[src/rtl/mdac_cal_pkg.sv]
package mdac_cal_pkg;

    typedef logic [1:0] dig_t;

    localparam dig_t DIG_POS = 2'b01;
    localparam dig_t DIG_NEG = 2'b11;

    typedef enum logic [1:0] {
        ST_IDLE  = 2'd0,
        ST_WAIT  = 2'd1,
        ST_APPLY = 2'd2
    } cal_state_t;

    // Three-level digit value; the reserved code 10 counts as zero.
    function automatic logic signed [1:0] dig_to_int(input dig_t code);
        case (code)
            DIG_POS: dig_to_int = 2'sd1;
            DIG_NEG: dig_to_int = -2'sd1;
            default: dig_to_int = 2'sd0;
        endcase
    endfunction

endpackage

[src/rtl/mdac_cal_pick.sv]
module mdac_cal_pick #(
    parameter int          N_CAP = 6,
    parameter logic [15:0] SEED  = 16'hACE1,
    localparam int         SEL_W = (N_CAP > 1) ? $clog2(N_CAP) : 1
) (
    input  logic             clk,
    input  logic             rst_n,
    output logic [SEL_W-1:0] pick_idx,
    output logic             pick_swap
);

    logic [15:0]    lfsr_q;
    logic           fb;
    logic [SEL_W:0] raw_ext;

    // x^16 + x^14 + x^13 + x^11 + 1, maximal length
    assign fb = lfsr_q[15] ^ lfsr_q[13] ^ lfsr_q[12] ^ lfsr_q[10];

    always_ff @(posedge clk) begin
        if (!rst_n) lfsr_q <= SEED;
        else        lfsr_q <= {lfsr_q[14:0], fb};
    end

    // Fold the low bits into 0..N_CAP-1; 2^SEL_W < 2*N_CAP so one subtraction suffices.
    assign raw_ext = {1'b0, lfsr_q[SEL_W-1:0]};

    always_comb begin
        if (raw_ext >= (SEL_W+1)'(N_CAP)) pick_idx = SEL_W'(raw_ext - (SEL_W+1)'(N_CAP));
        else                             pick_idx = SEL_W'(raw_ext);
    end

    // Swap sign from the far end of the register, away from the index bits.
    assign pick_swap = lfsr_q[15];

endmodule

[src/rtl/mdac_cal_est_bank.sv]
module mdac_cal_est_bank #(
    parameter int  N_CAP = 6,
    parameter int  EST_W = 10,
    parameter int  STEP  = 4,
    localparam int SEL_W = (N_CAP > 1) ? $clog2(N_CAP) : 1
) (
    input  logic                   clk,
    input  logic                   rst_n,
    input  logic                   upd_en,
    input  logic [SEL_W-1:0]       upd_idx,
    input  logic signed [1:0]      upd_dir,
    output logic [EST_W*N_CAP-1:0] est_bus
);

    localparam int XW = EST_W + 2;
    localparam logic signed [XW-1:0] E_MAX = XW'((2 ** (EST_W - 1)) - 1);
    localparam logic signed [XW-1:0] E_MIN = XW'(-(2 ** (EST_W - 1)));
    localparam logic signed [XW-1:0] STP   = XW'(STEP);

    logic signed [XW-1:0] delta;

    assign delta = (upd_dir > 0) ? STP : -STP;

    for (genvar k = 0; k < N_CAP; k++) begin : g_slot
        logic signed [EST_W-1:0] est_q;
        logic signed [XW-1:0]    nxt;
        logic                    hit;

        assign hit = upd_en && (upd_idx == SEL_W'(k)) && (upd_dir != 2'sd0);
        assign nxt = XW'(est_q) - delta;

        always_ff @(posedge clk) begin
            if (!rst_n)          est_q <= '0;
            else if (hit) begin
                if (nxt > E_MAX)      est_q <= EST_W'(E_MAX);
                else if (nxt < E_MIN) est_q <= EST_W'(E_MIN);
                else                  est_q <= EST_W'(nxt);
            end
        end

        assign est_bus[k*EST_W +: EST_W] = est_q;
    end

endmodule

[src/rtl/mdac_cal_ctrl.sv]
module mdac_cal_ctrl
    import mdac_cal_pkg::*;
#(
    parameter int          M_BITS  = 3,
    parameter int          RES_W   = 12,
    parameter int          EST_W   = 10,
    parameter int          STEP    = 4,
    parameter int          LATENCY = 3,   // at least 2
    parameter logic [15:0] SEED    = 16'hACE1,
    localparam int         N_CAP   = (1 << M_BITS) - 2,
    localparam int         OUT_W   = ((RES_W > EST_W) ? RES_W : EST_W) + $clog2(N_CAP + 1) + 1
) (
    input  logic                    clk,
    input  logic                    rst_n,
    input  logic                    hold_go,
    input  logic [2*N_CAP-1:0]      dig_in,
    input  logic signed [RES_W-1:0] res_code,
    output logic [N_CAP-1:0]        cal_sel,
    output logic                    cal_swap,
    output logic [2*N_CAP-1:0]      cap_dig,
    output logic signed [OUT_W-1:0] corr_res,
    output logic                    corr_vld,
    output logic [EST_W*N_CAP-1:0]  est_bus
);

    localparam int SEL_W = (N_CAP > 1) ? $clog2(N_CAP) : 1;
    localparam int CNT_W = $clog2(LATENCY + 1);

    cal_state_t              state_q, state_d;
    logic [CNT_W-1:0]        cnt_q;
    logic                    accept;
    logic [SEL_W-1:0]        pick_idx, sel_q;
    logic                    pick_swap;
    logic [2*N_CAP-1:0]      routed;
    logic signed [OUT_W-1:0] corr_sum;
    logic signed [1:0]       upd_dir;
    logic signed [1:0]       msd_val;

    mdac_cal_pick #(.N_CAP(N_CAP), .SEED(SEED)) i_pick (
        .clk       (clk),
        .rst_n     (rst_n),
        .pick_idx  (pick_idx),
        .pick_swap (pick_swap)
    );

    assign accept = (state_q == ST_IDLE) && hold_go;

    // Next-state logic
    always_comb begin
        state_d = state_q;
        unique case (state_q)
            ST_IDLE:  if (hold_go)               state_d = ST_WAIT;
            ST_WAIT:  if (cnt_q == CNT_W'(1))    state_d = ST_APPLY;
            ST_APPLY:                            state_d = ST_IDLE;
            default:                             state_d = ST_IDLE;
        endcase
    end

    // State register and latency counter
    always_ff @(posedge clk) begin
        if (!rst_n) begin
            state_q <= ST_IDLE;
            cnt_q   <= '0;
        end else begin
            state_q <= state_d;
            if (accept)                 cnt_q <= CNT_W'(LATENCY - 1);
            else if (state_q == ST_WAIT) cnt_q <= cnt_q - CNT_W'(1);
        end
    end

    // Digit routing: MSD onto the chosen capacitor, its own digit into slot 0.
    always_comb begin
        routed = dig_in;
        routed[2*pick_idx +: 2] = dig_in[1:0];
        routed[1:0]             = dig_in[2*pick_idx +: 2];
    end

    // Corrected residue from the registered digit map and current estimates.
    always_comb begin
        logic signed [OUT_W-1:0] ek;
        logic signed [1:0]       dv;
        corr_sum = OUT_W'(res_code);
        for (int k = 0; k < N_CAP; k++) begin
            ek = OUT_W'($signed(est_bus[k*EST_W +: EST_W]));
            dv = dig_to_int(cap_dig[2*k +: 2]);
            if (dv == 2'sd1)       corr_sum = corr_sum + ek;
            else if (dv == -2'sd1) corr_sum = corr_sum - ek;
        end
    end

    // Update direction: product of swap sign, MSD value and residue sign.
    assign msd_val = dig_to_int(cap_dig[2*sel_q +: 2]);

    always_comb begin
        if ((msd_val == 2'sd0) || (corr_sum == '0))
            upd_dir = 2'sd0;
        else if ((msd_val < 0) ^ cal_swap ^ corr_sum[OUT_W-1])
            upd_dir = -2'sd1;
        else
            upd_dir = 2'sd1;
    end

    // Registered outputs
    always_ff @(posedge clk) begin
        if (!rst_n) begin
            cal_sel  <= '0;
            cal_swap <= 1'b0;
            cap_dig  <= '0;
            sel_q    <= '0;
            corr_res <= '0;
            corr_vld <= 1'b0;
        end else begin
            corr_vld <= (state_q == ST_APPLY);
            if (accept) begin
                cal_sel  <= N_CAP'(1) << pick_idx;
                cal_swap <= pick_swap;
                cap_dig  <= routed;
                sel_q    <= pick_idx;
            end
            if (state_q == ST_APPLY) corr_res <= corr_sum;
        end
    end

    mdac_cal_est_bank #(.N_CAP(N_CAP), .EST_W(EST_W), .STEP(STEP)) i_bank (
        .clk     (clk),
        .rst_n   (rst_n),
        .upd_en  (state_q == ST_APPLY),
        .upd_idx (sel_q),
        .upd_dir (upd_dir),
        .est_bus (est_bus)
    );

endmodule

[config.mk]
export PLATFORM = sky130hd
export DESIGN_NAME = mdac_cal_ctrl
export DESIGN_NICKNAME = d
export VERILOG_FILES = /design/src/rtl/mdac_cal_pkg.sv /design/src/rtl/mdac_cal_pick.sv /design/src/rtl/mdac_cal_est_bank.sv /design/src/rtl/mdac_cal_ctrl.sv
export SDC_FILE = /design/constraint.sdc
export NUM_CORES = 1
export LEC_CHECK = 0
export BUFFER_PORTS_ARGS = -buffer_cell sky130_fd_sc_hd__buf_2
export CAP_MARGIN = 5
export CORE_UTILIZATION = 53
export CTS_CLUSTER_SIZE = 12
export DETAILED_ROUTE_END_ITERATION = 8
export PLACE_DENSITY = 0.8
export SETUP_SLACK_MARGIN = 0.15
export SLEW_MARGIN = 20
export SYNTH_ARGS = -nofsm -noshare
export SYNTH_HDL_FRONTEND = slang
export SYNTH_HIERARCHICAL = 1
export SYNTH_SLANG_ARGS = --single-unit
[constraint.sdc]
create_clock -name clk -period 21.2 [get_ports clk]
set_input_delay 3.18 -clock clk [delete_from_list [all_inputs] [get_ports clk]]
set_output_delay 3.18 -clock clk [all_outputs]
set_load 0.03 [all_outputs]
==> impl_metrics.json <==
{
  "synthArstFlopShare_pct": 0,
  "gp_congestion": 1.02,
  "nets": 2530,
  "seq_area_frac_synth_pct": 13.7,
  "cts_hold_buffers": 0,
  "fmax_mhz": 55.4,
  "clkSinkCount": 113,
  "p_leak_nw": 7.21,
  "fillers": 2839,
  "start_util_pct": 53.9,
  "reg2reg_from": "i_bank/g_slot[0].est_q[0]",
  "root_buffer": "clkbuf_16",
  "grt_usage_pct": 34.5,
  "rsz0062_at_grt": "false",
  "path_max_fanout": 37,
  "wl_per_cell_um": 20.4,
  "wl_mm": 55.4,
  "setup_viol": 0,
  "yosysWarnings": 6,
  "fin_crit_ns": 18.05,
  "synth_top_cell_by_area": "ha_1",
  "rows": 64,
  "critical_path_class": "in -> reg",
  "power_density_mw_per_mm2": 63.3,
  "drt_iter0_drc": 1743,
  "synthTopCellsByArea": "ha_1, dfxtp_1, nand2_1",
  "cts_resized": 0,
  "setup.worst_path.start_class": "input pin",
  "synth_edf_count": 0,
  "postLayoutCoreUtil_pct": 58.1,
  "route.detailed.drc": 0,
  "core-area_mm2": 0.0306,
  "path_common_cell": "ha_1",
  "dpl_cell_area_mm2": 0.0172,
  "synth_seq_cells": 113,
  "cp.required_ns": 21.52,
  "die_h_um": 178,
  "antenna_left": 0,
  "peakVddDrop_uv": 62.3,
  "hpwl_mm": 42.2,
  "num_vias": 17800,
  "syn_avg_cell_area_um2": 7.26,
  "cp.arrival_ns": 18.36,
  "finalSetupTns_ns": 0,
  "clk_pin_slew_ns": 0.07,
  "synth_area_mm2": 0.0165,
  "grt_first_pass_wirelength_mm": 87.3,
  "portBuffers": 122,
  "power.total_mw": 1.12,
  "dr.pass1.iters": 6,
  "min-delay-start": "i_pick/lfsr_q[9]",
  "skew_ns": 0.0162,
  "slew_headroom_pct": 26.3,
  "cp-end-kind": "flip-flop",
  "dieArea_mm2": 0.0318,
  "hold_class": "reg -> reg",
  "whs_ns": 0.408,
  "insertion_delay_ns": 0.45,
  "seq_area_mm2": 0.00226,
  "area_growth_pct": 7.74,
  "multi_input_area_mm2": 0.0130,
  "synth_top_area_share_pct": 14.4,
  "drive_above_1_share_pct": 11.5,
  "antenna_cells": 0,
  "synth_ff_type": "dfxtp_1",
  "post_cts_buffers": 0,
  "cts_tree": "built",
  "max_stage_delay_ns": 0.71,
  "drv_slew": 0,
  "grt_max_degree": 62,
  "critical_path.startpoint": "res_code[0]",
  "die_w_um": 178,
  "final_hold_viol_count": 0,
  "mostFrequentLayoutCells": "nand2_1, ha_1, inv_1",
  "drv_cap": 0,
  "layout_commonest_cell": "nand2_1",
  "ios": 123,
  "outcome": "complete, no violations",
  "avgViaCountPerCell": 6.57,
  "synth_nets": 2503,
  "fin_crit_sh_pct": 85.1,
  "syn_inst": 2274,
  "final_area_mm2": 0.0178,
  "antenna_found_initial": 0,
  "clockBufferDepth": 2,
  "slowest_stage": "a221oi_1",
  "grt_overflow": 0,
  "ys_types": 108,
  "tightestPinTransition_ns": 1.08,
  "cts_buffers": 17,
  "grt_pass1_vias": 16336,
  "htreeDepth": 4
}
[report_power, final]
part	switching, mW	internal (mW)
logic	0.375	0.215
registers	0.0111	0.219
clock network	0.138	0.167
total	0.523	0.602
[area by class of cell]
type	instances	area share, %
clock buffers	17	2.39
clock inverters	15	0.908
inverters	187	3.95
multi-input cells	1838	72.9
flip-flops and latches	113	12.7
well taps	396	2.79
repair buffers	144	4.38
[synthesized netlist by cell type, types with 24 or more instances]
cell        n
nor2_1    175
ha_1      190
mux2i_1    35
o31ai_1    32
a21oi_1   146
o211ai_1   26
a211oi_1   36
o21ai_0   106
and3_1     29
or3_1      47
nand2b_1   47
nor3_1     58
o21a_1     24
nand3_1    45
inv_1     179
clkbuf_1  101
dfxtp_1   113
nand2_1   223
xnor2_1    51
nor2b_1    42
a31oi_1    44
[state kept, by name, indices dropped and copies added (netlist names)]
signal,count
cal_sel,6
cal_swap,1
cap_dig,12
cnt_q,2
corr_res,16
corr_vld,1
i_bank/g_slot.est_q,54
i_pick/lfsr_q,16
sel_q,3
state_q,2
[kinds of logic (layout without fill, tap and decap cells)]
group	Yosys count	count (layout)	synth area share, %
AOI/OAI and AO/OA	689	689	29.3
xor gates and xnor gates	67	67	3.73
adders and majority gates	204	204	16.0
buffers and inverters	323	363	7.93
DFF	113	113	13.7
muxes	54	54	3.69
and+or+nand+nor	824	824	25.7
[metal layers]
layer,global-route usage [%],vias to the layer above,wire length (um)
li1,-,8375,-
met1,46.2,8391,23900
met2,54.7,907,24700
met3,6.03,127,4800
met4,13.1,0,1960
met5,0,-,0
[through the flow]
| step | cells | setup WS, ns |
|---|---|---|
| 6_report | 2710 | 3.15 |
| 5_1_grt | 2710 | 2.20 |
| 4_1_cts | 2710 | 3.54 |
| 3_5_place_dp | 2678 | 3.13 |
| 3_3_place_gp | 2677 | 3.17 |
| 2_1_floorplan | 2274 | 5.09 |
[worst paths after layout]
kind	slack (ns)	to	cells past startpoint
worst min register to register	0.41	i_pick/lfsr_q[10]	1
worst max register to register	5.38	i_bank/g_slot[4].est_q[7]	56
worst max-delay path	3.15	i_bank/g_slot[4].est_q[7]	57
worst min-delay path	0.41	i_pick/lfsr_q[10]	1
[critical path: cells and delay by family]
| kind | cells | cell delay (ns) |
|---|---|---|
| compound gates | 25 | 6.96 |
| xor+xnor | 6 | 0.98 |
| fa+ha+maj | 8 | 2.92 |
| buf+inv | 4 | 0.79 |
| mux | 4 | 1.04 |
| simple gates | 10 | 2.46 |
Note: power is estimated with default switching activity, not from simulation.
